<file path="config.mk">
export PLATFORM = sky130hd
export DESIGN_NAME = li_reset_sequencer
export DESIGN_NICKNAME = d
export VERILOG_FILES = /design/src/rtl/li_rstseq_pkg.sv /design/src/rtl/li_rstseq_pin_detect.sv /design/src/rtl/li_rstseq_phase_timer.sv /design/src/rtl/li_rstseq_fsm.sv /design/src/rtl/li_reset_sequencer.sv
export SDC_FILE = /design/constraint.sdc
export NUM_CORES = 1
export LEC_CHECK = 0
export BUFFER_PORTS_ARGS = -buffer_cell sky130_fd_sc_hd__clkbuf_2
export CORE_ASPECT_RATIO = 0.75
export CORE_UTILIZATION = 45
export DETAILED_ROUTE_END_ITERATION = 7
export SLEW_MARGIN = 5
export SYNTH_ARGS = -nofsm -noshare
export SYNTH_HDL_FRONTEND = slang
export SYNTH_SLANG_ARGS = --single-unit
</file>
<file path="constraint.sdc">
create_clock -name clk -period 1.9 [get_ports clk]
set_input_delay 0.38 -clock clk [delete_from_list [all_inputs] [get_ports clk]]
set_output_delay 0.38 -clock clk [all_outputs]
set_load 0.01 [all_outputs]
</file>
<file path="src/rtl/li_rstseq_pkg.sv">
// Package: shared phase encoding for the reset and calibration sequencer.
// Assumes: nothing; holds only types.
package li_rstseq_pkg;

    // Sequencer phases, one-hot-free binary encoding.
    typedef enum logic [2:0] {
        PH_IDLE   = 3'd0,  // no power, oscillator held centred
        PH_WAIT   = 3'd1,  // power-up settling delay
        PH_CLEAR  = 3'd2,  // one-cycle reset application
        PH_CAL    = 3'd3,  // calibration in progress
        PH_ACTIVE = 3'd4   // normal operation
    } phase_t;

endpackage

</file>
<file path="src/rtl/li_rstseq_pin_detect.sv">
// Module: detects a pin-mode reset request on two loopback control pins.
// Counts consecutive cycles with both pins high (saturating at REQ_MIN_CYC)
// and emits a one-cycle request in the cycle where the joint-high condition
// ends, if the count had reached the minimum.
// Assumes: pins are already synchronous to clk; host mode disables detection.
module li_rstseq_pin_detect #(
    parameter int REQ_MIN_CYC = 25
) (
    input  logic clk,
    input  logic rst_n,
    input  logic enable,
    input  logic pin_a,
    input  logic pin_b,
    output logic fire
);

    localparam int CW = $clog2(REQ_MIN_CYC + 1);
    localparam logic [CW-1:0] CNT_MAX = CW'(REQ_MIN_CYC);

    logic          both_hi;
    logic [CW-1:0] width_cnt;

    assign both_hi = enable && pin_a && pin_b;

    // Width counter: advance while both pins are high, restart otherwise.
    always_ff @(posedge clk) begin
        if (!rst_n) begin
            width_cnt <= '0;
        end else if (both_hi) begin
            if (width_cnt != CNT_MAX) begin
                width_cnt <= width_cnt + 1'b1;
            end
        end else begin
            width_cnt <= '0;
        end
    end

    // Release-edge request: condition ended after a long enough hold.
    assign fire = enable && !both_hi && (width_cnt == CNT_MAX);

    // a request only appears in the cycle the joint-high condition ended
    p_fire_on_release_r3: assert property (@(posedge clk) disable iff (!rst_n)
        fire |-> (!(pin_a && pin_b) && $past(pin_a && pin_b)));

    // any cycle without both pins high restarts the width count
    p_width_restart_r4: assert property (@(posedge clk) disable iff (!rst_n)
        !both_hi |=> (width_cnt == '0));

endmodule

</file>
<file path="src/rtl/li_rstseq_phase_timer.sv">
// Module: cycle counter for one sequencer phase.
// Counts from zero while 'run' is high and clears when it is low; 'last'
// marks the LIMIT_CYC-th cycle of an uninterrupted run.
// Assumes: LIMIT_CYC >= 1.
module li_rstseq_phase_timer #(
    parameter int LIMIT_CYC = 100
) (
    input  logic clk,
    input  logic rst_n,
    input  logic run,
    output logic last
);

    localparam int TW = $clog2(LIMIT_CYC + 1);
    localparam logic [TW-1:0] LAST_VAL = TW'(LIMIT_CYC - 1);

    logic [TW-1:0] count;

    // Phase counter: free-run while the phase lasts, hold at the limit.
    always_ff @(posedge clk) begin
        if (!rst_n || !run) begin
            count <= '0;
        end else if (count != LAST_VAL) begin
            count <= count + 1'b1;
        end
    end

    assign last = run && (count == LAST_VAL);

    // the counter never moves outside a running phase
    p_timer_idle_r8: assert property (@(posedge clk) disable iff (!rst_n)
        !run |=> (count == '0));

endmodule

</file>
<file path="src/rtl/li_rstseq_fsm.sv">
// Module: phase sequencer. Walks idle -> wait -> clear -> calibrate ->
// active, re-enters clear on any reset request, and drops to idle when
// power is lost. Keeps the sticky calibration-timeout flag.
// Assumes: reset requests are single-cycle pulses; timers are cleared
// whenever their phase is not current.
module li_rstseq_fsm
    import li_rstseq_pkg::*;
(
    input  logic   clk,
    input  logic   rst_n,
    input  logic   pwr_good,
    input  logic   reset_req,
    input  logic   wait_last,
    input  logic   cal_last,
    input  logic   ref_clk_ok,
    input  logic   cal_done,
    output phase_t phase,
    output logic   timeout_flag
);

    phase_t phase_nxt;
    logic   done_ok;

    assign done_ok = cal_done && ref_clk_ok;

    // Next-phase selection: power loss wins, then reset requests.
    always_comb begin
        phase_nxt = phase;
        if (!pwr_good) begin
            phase_nxt = PH_IDLE;
        end else begin
            unique case (phase)
                PH_IDLE:   phase_nxt = PH_WAIT;
                PH_WAIT:   phase_nxt = (reset_req || wait_last) ? PH_CLEAR : PH_WAIT;
                PH_CLEAR:  phase_nxt = reset_req ? PH_CLEAR : PH_CAL;
                PH_CAL: begin
                    if (reset_req)                 phase_nxt = PH_CLEAR;
                    else if (done_ok || cal_last)  phase_nxt = PH_ACTIVE;
                    else                           phase_nxt = PH_CAL;
                end
                PH_ACTIVE: phase_nxt = reset_req ? PH_CLEAR : PH_ACTIVE;
                default:   phase_nxt = PH_IDLE;
            endcase
        end
    end

    // Phase register.
    always_ff @(posedge clk) begin
        if (!rst_n) begin
            phase <= PH_IDLE;
        end else begin
            phase <= phase_nxt;
        end
    end

    // Sticky timeout: set on an expired calibration, cleared at restart.
    always_ff @(posedge clk) begin
        if (!rst_n) begin
            timeout_flag <= 1'b0;
        end else if (phase == PH_CLEAR || phase == PH_IDLE) begin
            timeout_flag <= 1'b0;
        end else if (phase == PH_CAL && pwr_good && !reset_req
                     && !done_ok && cal_last) begin
            timeout_flag <= 1'b1;
        end
    end

    // loss of power always returns the sequencer to idle
    p_idle_on_power_loss_r9: assert property (@(posedge clk) disable iff (!rst_n)
        !pwr_good |=> (phase == PH_IDLE));

    // a clear phase lasts one cycle unless re-requested
    p_clear_then_cal_r6: assert property (@(posedge clk) disable iff (!rst_n)
        (phase == PH_CLEAR && pwr_good && !reset_req) |=> (phase == PH_CAL));

    // timeout only rises at the end of a calibration phase
    p_timeout_source_r8: assert property (@(posedge clk) disable iff (!rst_n)
        $rose(timeout_flag) |-> ($past(phase) == PH_CAL && phase == PH_ACTIVE));

    // a done without reference activity does not end calibration early
    p_done_needs_ref_r7: assert property (@(posedge clk) disable iff (!rst_n)
        (phase == PH_CAL && pwr_good && !reset_req && !ref_clk_ok && !cal_last)
        |=> (phase == PH_CAL));

endmodule

</file>
<file path="src/rtl/li_reset_sequencer.sv">
// Module: top of the line interface reset and calibration sequencer.
// Merges pin-mode and host-mode reset requests, times the power-up wait and
// calibration limit, and decodes the phase into the control outputs.
// Assumes: all inputs are synchronous to clk; durations in clk cycles.
module li_reset_sequencer
    import li_rstseq_pkg::*;
#(
    parameter int REQ_MIN_CYC   = 25,
    parameter int PWR_DELAY_CYC = 1250000,
    parameter int CAL_LIMIT_CYC = 2500000
) (
    input  logic clk,
    input  logic rst_n,
    input  logic pwr_good,
    input  logic host_mode,
    input  logic lb_pin_a,
    input  logic lb_pin_b,
    input  logic wr_stb,
    input  logic wr_lb_a,
    input  logic wr_lb_b,
    input  logic ref_clk_ok,
    input  logic cal_done,
    output logic reg_clear,
    output logic los_set,
    output logic osc_centre,
    output logic cal_busy,
    output logic cal_timeout
);

    phase_t phase;
    logic   pin_fire;
    logic   host_fire;
    logic   reset_req;
    logic   wait_last;
    logic   cal_last;

    li_rstseq_pin_detect #(
        .REQ_MIN_CYC (REQ_MIN_CYC)
    ) u_pin_detect (
        .clk    (clk),
        .rst_n  (rst_n),
        .enable (!host_mode),
        .pin_a  (lb_pin_a),
        .pin_b  (lb_pin_b),
        .fire   (pin_fire)
    );

    // Host request: one write carrying both loopback bits.
    assign host_fire = host_mode && wr_stb && wr_lb_a && wr_lb_b;
    assign reset_req = pin_fire || host_fire;

    li_rstseq_phase_timer #(
        .LIMIT_CYC (PWR_DELAY_CYC)
    ) u_wait_timer (
        .clk   (clk),
        .rst_n (rst_n),
        .run   (phase == PH_WAIT),
        .last  (wait_last)
    );

    li_rstseq_phase_timer #(
        .LIMIT_CYC (CAL_LIMIT_CYC)
    ) u_cal_timer (
        .clk   (clk),
        .rst_n (rst_n),
        .run   (phase == PH_CAL),
        .last  (cal_last)
    );

    li_rstseq_fsm u_fsm (
        .clk          (clk),
        .rst_n        (rst_n),
        .pwr_good     (pwr_good),
        .reset_req    (reset_req),
        .wait_last    (wait_last),
        .cal_last     (cal_last),
        .ref_clk_ok   (ref_clk_ok),
        .cal_done     (cal_done),
        .phase        (phase),
        .timeout_flag (cal_timeout)
    );

    // Output decode from the registered phase.
    assign reg_clear  = (phase == PH_CLEAR);
    assign los_set    = (phase == PH_CLEAR);
    assign osc_centre = (phase == PH_IDLE) || (phase == PH_WAIT) || (phase == PH_CLEAR);
    assign cal_busy   = (phase == PH_CAL);

    // a clear pulse is followed by calibration while power holds
    p_busy_after_clear_r6: assert property (@(posedge clk) disable iff (!rst_n)
        (reg_clear && pwr_good && !reset_req) |=> (cal_busy && !reg_clear));

    // a host write in pin mode never clears the registers
    p_pin_mode_write_r5: assert property (@(posedge clk) disable iff (!rst_n)
        (!host_mode && wr_stb && !pin_fire && !reg_clear && !wait_last)
        |=> !reg_clear);

    // outputs at the first cycle after reset
    p_reset_state_r1: assert property (@(posedge clk)
        !rst_n |=> (!cal_busy && !reg_clear && !cal_timeout && osc_centre));

endmodule

</file>
==> results of run 1 <==
-- layout by cell type, fill, tap and decap left out, drive strengths merged --
cell	count
a2111oi	1
a211oi	1
a21boi	1
a21oi	14
a31o	1
a31oi	1
a41oi	1
and2	9
and3	12
and4bb	1
buf	9
clkbuf	23
dfxtp	52
ha	4
inv	9
mux2i	3
nand2	17
nand2b	1
nand3	17
nand3b	2
nand4	11
nand4b	1
nor2	43
nor2b	2
nor3	12
nor3b	4
nor4	5
nor4b	1
nor4bb	1
o211ai	3
o21ai	10
o31a	2
o31ai	2
o32ai	1
or3	8
or4	2
xnor2	17
xor2	15
-- per-stage QoR --
step | power, mW | setup slack (ns) | hold WS, ns | utilization [%]
after detailed placement | 1.16 | 0.106 | 0.485 | 50.8
after global placement | 1.16 | 0.195 | 0.477 | 50.8
final | 1.78 | 0.177 | 0.383 | 52.7
after global routing | 1.86 | 0.0132 | 0.408 | 52.7
after floorplan | 1.14 | 0.252 | 0.449 | -
after CTS | 1.80 | 0.0701 | 0.375 | 52.4
-- logic make-up after synthesis --
group / count (synthesis)
DFF: 52
and+or+nand+nor: 149
adders and majority gates: 4
xor gates and xnor gates: 32
buffers and inverters: 19
AOI/OAI and AO/OA: 38
muxes: 3
-- synth_stat cells, types with 2 or more instances --
library cell | number | area, µm²
dfxtp_1 | 52 | 1040
nor2_1 | 43 | 161
nand2_1 | 17 | 63.8
nand3_1 | 17 | 85.1
xnor2_1 | 17 | 149
xor2_1 | 15 | 131
a21oi_1 | 14 | 70.1
and3_1 | 11 | 68.8
o21ai_0 | 10 | 50.1
inv_1 | 9 | 33.8
nand4_1 | 9 | 56.3
and2_1 | 8 | 50.1
nor3_1 | 8 | 40.0
or3_1 | 8 | 50.1
clkbuf_1 | 5 | 18.8
ha_1 | 4 | 50.1
nor3_2 | 4 | 40.0
nor3b_1 | 4 | 30.0
nor4_1 | 4 | 25.0
mux2i_1 | 3 | 30.0
o211ai_1 | 3 | 22.5
nand3b_1 | 2 | 15.0
o31a_1 | 2 | 17.5
o31ai_1 | 2 | 15.0
or4_1 | 2 | 15.0
-- state kept, by name, indices dropped and copies added (netlist names) --
register / count
u_cal_timer.count: 22
u_wait_timer.count: 21
u_pin_detect.width_cnt: 5
u_fsm.phase: 3
u_fsm.timeout_flag: 1
-- tightest hold or removal path: stages --
cell and delay, ns:
clkbuf_2 0.10, a41oi_1 0.09, nor2_1 0.08
-- per-layer routing --
| layer | vias to the layer above | wire length (µm) | track usage [%] |
|---|---|---|---|
| met5 | - | 0 | 0 |
| met4 | 0 | 42 | 4.84 |
| met3 | 4 | 155 | 4.03 |
| met2 | 29 | 1770 | 23.8 |
| met1 | 919 | 2850 | 28.5 |
| li1 | 1084 | - | - |
-- layout make-up --
type / count / share of cell area [%]
multi-input combinational: 226 / 50.6
sequential: 52 / 36.7
timing repair buffer: 24 / 5.03
tap: 75 / 3.31
clock buffer: 8 / 3.18
inverter: 9 / 1.19
-- where the power goes --
group / total, mW / switching, mW / internal, mW / leakage, nW
Clock: 0.645 / 0.347 / 0.298 / 0.0455
Sequential: 1.10 / 0.00447 / 1.09 / 0.419
Combinational: 0.0411 / 0.0224 / 0.0187 / 0.488
Total: 1.78 / 0.374 / 1.41 / 0.953
-- worst max-delay path by stage --
stage	to	slack (ns)	cells past startpoint
6_report	u_cal_timer.count[1]$_SDFFE_PP0P_	0.18	6
5_1_grt	u_fsm.phase[0]$_SDFF_PN0_	0.01	6
3_3_place_gp	u_cal_timer.count[16]$_SDFFE_PP0P_	0.19	7
2_1_floorplan	u_cal_timer.count[20]$_SDFFE_PP0P_	0.25	6
3_5_place_dp	u_fsm.phase[0]$_SDFF_PN0_	0.11	6
4_1_cts	u_cal_timer.count[2]$_SDFFE_PP0P_	0.07	6
==> impl_metrics.csv, run 1 <==
group,metric,value,unit
grt,grt_remaining_overflow,0,
grt,grt_pass1_vias,1756,
cts,cts_inserted_buffers,5,
synth,postSynthAreaPerCell,8.57,µm²
hold_path,hold_path.class,"in2reg",
detailed_routing,wl_per_cell,12.2,µm
timing,fin_tns_setup,0,ns
setup_path,r2r-end,"u_cal_timer.count[1]$_SDFFE_PP0P_",
synth,syn-num-nets,312,
cts,clk_latency,0.30,ns
grt,grt_pass1_wl,8.27,mm
setup_path,crit_start,"u_cal_timer.count[1]$_SDFFE_PP0P_",
timing,min_period,1.72,ns
synth,synth_compound_area_share,9.09,%
synth,ys_ff_latch,52,
setup_path,startpoint_type,"flip-flop",
pwr,peakVddDrop,0.364,mV
placement,port_buffers,15,
synth,yosysSeqAreaShare,40.9,%
layout,seq_area,0.00104,mm²
setup_path,critical_path_class,"reg2reg",
timing,setup_viol,0,
setup_path,cp.required,2.09,ns
detailed_routing,vias_per_cell,5.17,
detailed_routing,ant_nets,0,
timing,relSlewSlack,73.5,%
die,die_w,88.9,µm
die,pin_count,16,
setup_path,reg2reg_depth,6,
setup_path,slowest_delay,0.40,ns
die,design.die.area,0.00597,mm²
synth,yosys.area_share.xor_xnor,11.0,%
placement,dpl-instance-area,0.00273,mm²
synth,syn_area,0.00255,mm²
timing,skew,0.00523,ns
placement,placedCellCount,386,
synth,yosys.area_share.adder,1.97,%
grt,antenna_found_initial,0,
hold_path,whs_endpoint,"u_fsm.timeout_flag$_SDFFE_PP0P_",
run_status,status,"completed",
setup_path,cp_max_fo,13,
setup_path,cp.arrival,1.91,ns
cts,root_buffer,"clkbuf_8",
synth,synthCells,297,
timing,worst_pin_slew,0.388,ns
timing,max_freq,580,MHz
synth,synth_cell_types,49,
layout,multi_input_area,0.00143,mm²
die,initial_core_util,47.3,%
cts,h-tree-depth,2,
cts,cts.sinks,52,
placement,dpl.hpwl,3.53,mm
synth,synth_edf_count,0,
die,core-area,0.00538,mm²
detailed_routing,drc,0,
cts,cts_setup_buffers,0,
layout,filler_cell_count,540,
synth,muxShareOfSynthArea,1.18,%
setup_path,path_buf_inv,0,
layout,final_cells,394,
synth,yosysWarnings,0,
timing,period_share,90.7,%
setup_path,endpoint_kind,"flip-flop",
setup_path,cpMaxStageDelayCell,"dfxtp_1",
hold_path,min_path_cells,3,
layout,synthToLayoutAreaGrowth,11.4,%
grt,grt_usage,18.0,%
timing,rsz0062_at_grt,"no",
layout,final_nets,333,
cts,tritoncts,"built",
pwr,p_per_area,628,mW/mm²
setup_path,r2r_setup_slack,0.18,ns
grt,grt_max_degree,22,
placement,globalplace.congestion,0.802,
cts,cts_resized,0,
detailed_routing,wl,4.82,mm
setup_path,cp_cell_sequence,"ha_2 -> nand4_4 -> nor4_1 -> and2_4 -> mux2i_1 -> nor2_1",
hold_path,hold_path.startpoint,"pwr_good",
synth,synth-async-reset-ratio,0,%
detailed_routing,via_count,2036,
cts,clk_pin_slew,0.09,ns
synth,ys.flop_type,"dfxtp_1",
job,drv_cap,0,
die,num_rows,23,
setup_path,r2r_start,"u_cal_timer.count[1]$_SDFFE_PP0P_",
cts,hold_buffers,0,
synth,synthSimpleGateAreaFrac,32.5,%
timing,final_hold_viol_count,0,
cts,clock_path_buffers,2,
timing,slew_violations,0,
detailed_routing,drtPass1Iterations,4,
layout,antenna_cells,0,
pwr,leakagePower,0.953,nW
detailed_routing,dr.first_iter.drc_count,89,
synth,synth_top_family_by_area,"simple AND/OR/NAND/NOR gates",
setup_path,path_delay_family,"simple AND/OR/NAND/NOR gates",
layout,fin_area,0.00284,mm²
die,fp.dieH,67.1,µm
layout,drive_gt1_share,14.4,%
(Power assumes the default switching activity.)
==> inputs of run 2 (changes only) <==
--- a/config.mk
+++ b/config.mk
@@ -9,6 +9,7 @@
 export CORE_ASPECT_RATIO = 0.75
 export CORE_UTILIZATION = 45
 export DETAILED_ROUTE_END_ITERATION = 7
+export PLACE_DENSITY = 0.62
 export SLEW_MARGIN = 5
 export SYNTH_ARGS = -nofsm -noshare
 export SYNTH_HDL_FRONTEND = slang
==> impl_metrics.csv, run 2 (same netlist as run 1, synthesis figures left out) <==
group,metric,value,unit
cts,cts_inserted_buffers,5,
cts,tritoncts,"built",
die,design.die.area,0.00597,mm²
die,pin_count,16,
layout,top_register,"u_cal_timer.count",
setup_path,r2r_setup_slack,0.17,ns
timing,setup_viol,0,
layout,synthToLayoutAreaGrowth,12.1,%
job,drv_cap,0,
layout,layout_commonest_cell,"dfxtp_1",
cts,cts.sinks,52,
timing,skew,0.00507,ns
timing,max_freq,559,MHz
setup_path,cp.arrival,1.41,ns
timing,rsz0062_at_grt,"no",
placement,dp_slack,0.154,ns
grt,grt_pass1_wl,8.62,mm
timing,period_share,94.1,%
setup_path,endpoint_kind,"output port",
hold_path,hold_path.class,"in2reg",
timing,slew_violations,0,
die,initial_core_util,47.3,%
detailed_routing,via_count,2098,
timing,relSlewSlack,70.4,%
layout,final_cell_mix,"dfxtp_1 (52), nor2_1 (43), nand2_1 (17), nand3_1 (17), xnor2_1 (17)",
detailed_routing,wl,5.01,mm
cts,h-tree-depth,2,
pwr,leakagePower,0.971,nW
timing,final_hold_viol_count,0,
placement,port_buffers,15,
run_status,status,"completed",
detailed_routing,ant_nets,0,
timing,min_period,1.79,ns
layout,reg.largest.list,"u_cal_timer.count: 22 flops, u_wait_timer.count: 21 flops, u_pin_detect.width_cnt: 5 flops",
setup_path,critical_path_class,"reg2out",
die,fp.dieH,67.1,µm
cts,root_buffer,"clkbuf_8",
grt,grt_remaining_overflow,0,
die,core-area,0.00538,mm²
die,die_w,88.9,µm
cts,clk_latency,0.30,ns
layout,drive_gt1_share,14.6,%
grt,grt_usage,18.7,%
cts,clk_pin_slew,0.09,ns
placement,globalplace.congestion,0.803,
setup_path,cp.required,1.52,ns
setup_path,cp_max_fo,10,
detailed_routing,vias_per_cell,5.27,
timing,worst_pin_slew,0.440,ns
placement,dpl.hpwl,3.64,mm
detailed_routing,wl_per_cell,12.6,µm
grt,grt_max_degree,22,
pwr,p_per_area,626,mW/mm²
layout,antenna_cells,0,
layout,largest_reg_flops,22,
timing,setup_ws,0.112,ns
timing,fin_tns_setup,0,ns
detailed_routing,drtPass1Iterations,4,
pwr,peakVddDrop,0.358,mV
detailed_routing,dr.first_iter.drc_count,147,
cts,clock_path_buffers,2,
setup_path,startpoint_type,"flip-flop",
die,num_rows,23,
layout,final_nets,337,
detailed_routing,drc,0,
grt,grt_pass1_vias,1880,
grt,antenna_found_initial,0,
run 2: cell types whose count changed in the layout (fill, tap and decap cells not counted), sizes merged:
cell  before  now
buf        9   13
run 2: timing repair:
action | 4_1_cts | 5_1_grt
setup buffers | 0 | 1
hold endpoints to repair | 0 | 0
endpoints found under the setup margin | 0 | 6
hold buffers | 0 | 0
gates resized for setup | 0 | 1
run 2: where the power goes:
part	switching (mW)	leakage [nW]	total (mW)	internal [mW]
Sequential	0.00428	0.419	1.10	1.09
Combinational	0.0232	0.506	0.0419	0.0187
Clock	0.351	0.0455	0.649	0.298
Total	0.379	0.971	1.79	1.41
run 2: stage by stage:
step	hold WS [ns]	power (mW)	cells	utilization, %	cell area (µm²)
global placement	0.478	1.16	389	51.2	2750
global route	0.419	1.86	398	53.0	2850
finish	0.384	1.79	398	53.0	2850
floorplan	0.449	1.14	297	-	2550
detailed placement	0.483	1.16	389	51.2	2750
CTS	0.375	1.81	397	52.8	2840
run 2: worst paths after layout:
kind	startpoint	endpoint	cells after the start
setup / recovery	u_fsm.phase[1]$_SDFF_PN0_	los_set	2
setup reg to reg	u_cal_timer.count[1]$_SDFFE_PP0P_	u_cal_timer.count[2]$_SDFFE_PP0P_	6
hold / removal	pwr_good	u_fsm.phase[1]$_SDFF_PN0_	3
hold reg to reg	u_wait_timer.count[2]$_SDFFE_PP0P_	u_wait_timer.count[2]$_SDFFE_PP0P_	1
run 2: area by class of cell:
class | count | area [µm²]
multi-input cells | 226 | 1420
inverters | 9 | 33.8
well taps | 75 | 93.8
clock buffers | 8 | 90.1
flip-flops and latches | 52 | 1040
fillers | 534 | 2530
repair buffers | 28 | 173
run 2: per-layer routing:
layer  vias to the layer above  GRT usage, %  part of all wire, %
li1                       1085             -                    -
met1                       969          29.0                   57
met2                        40          25.2                   38
met4                         0          5.44                 0.96
met5                         -             0                    0
met3                         4          4.40                  3.7
run 2: critical path, cell delays in order, from the launching register on:
cell,delay [ns]
dfxtp_1,0.49
nor3b_1,0.40
clkbuf_2,0.21
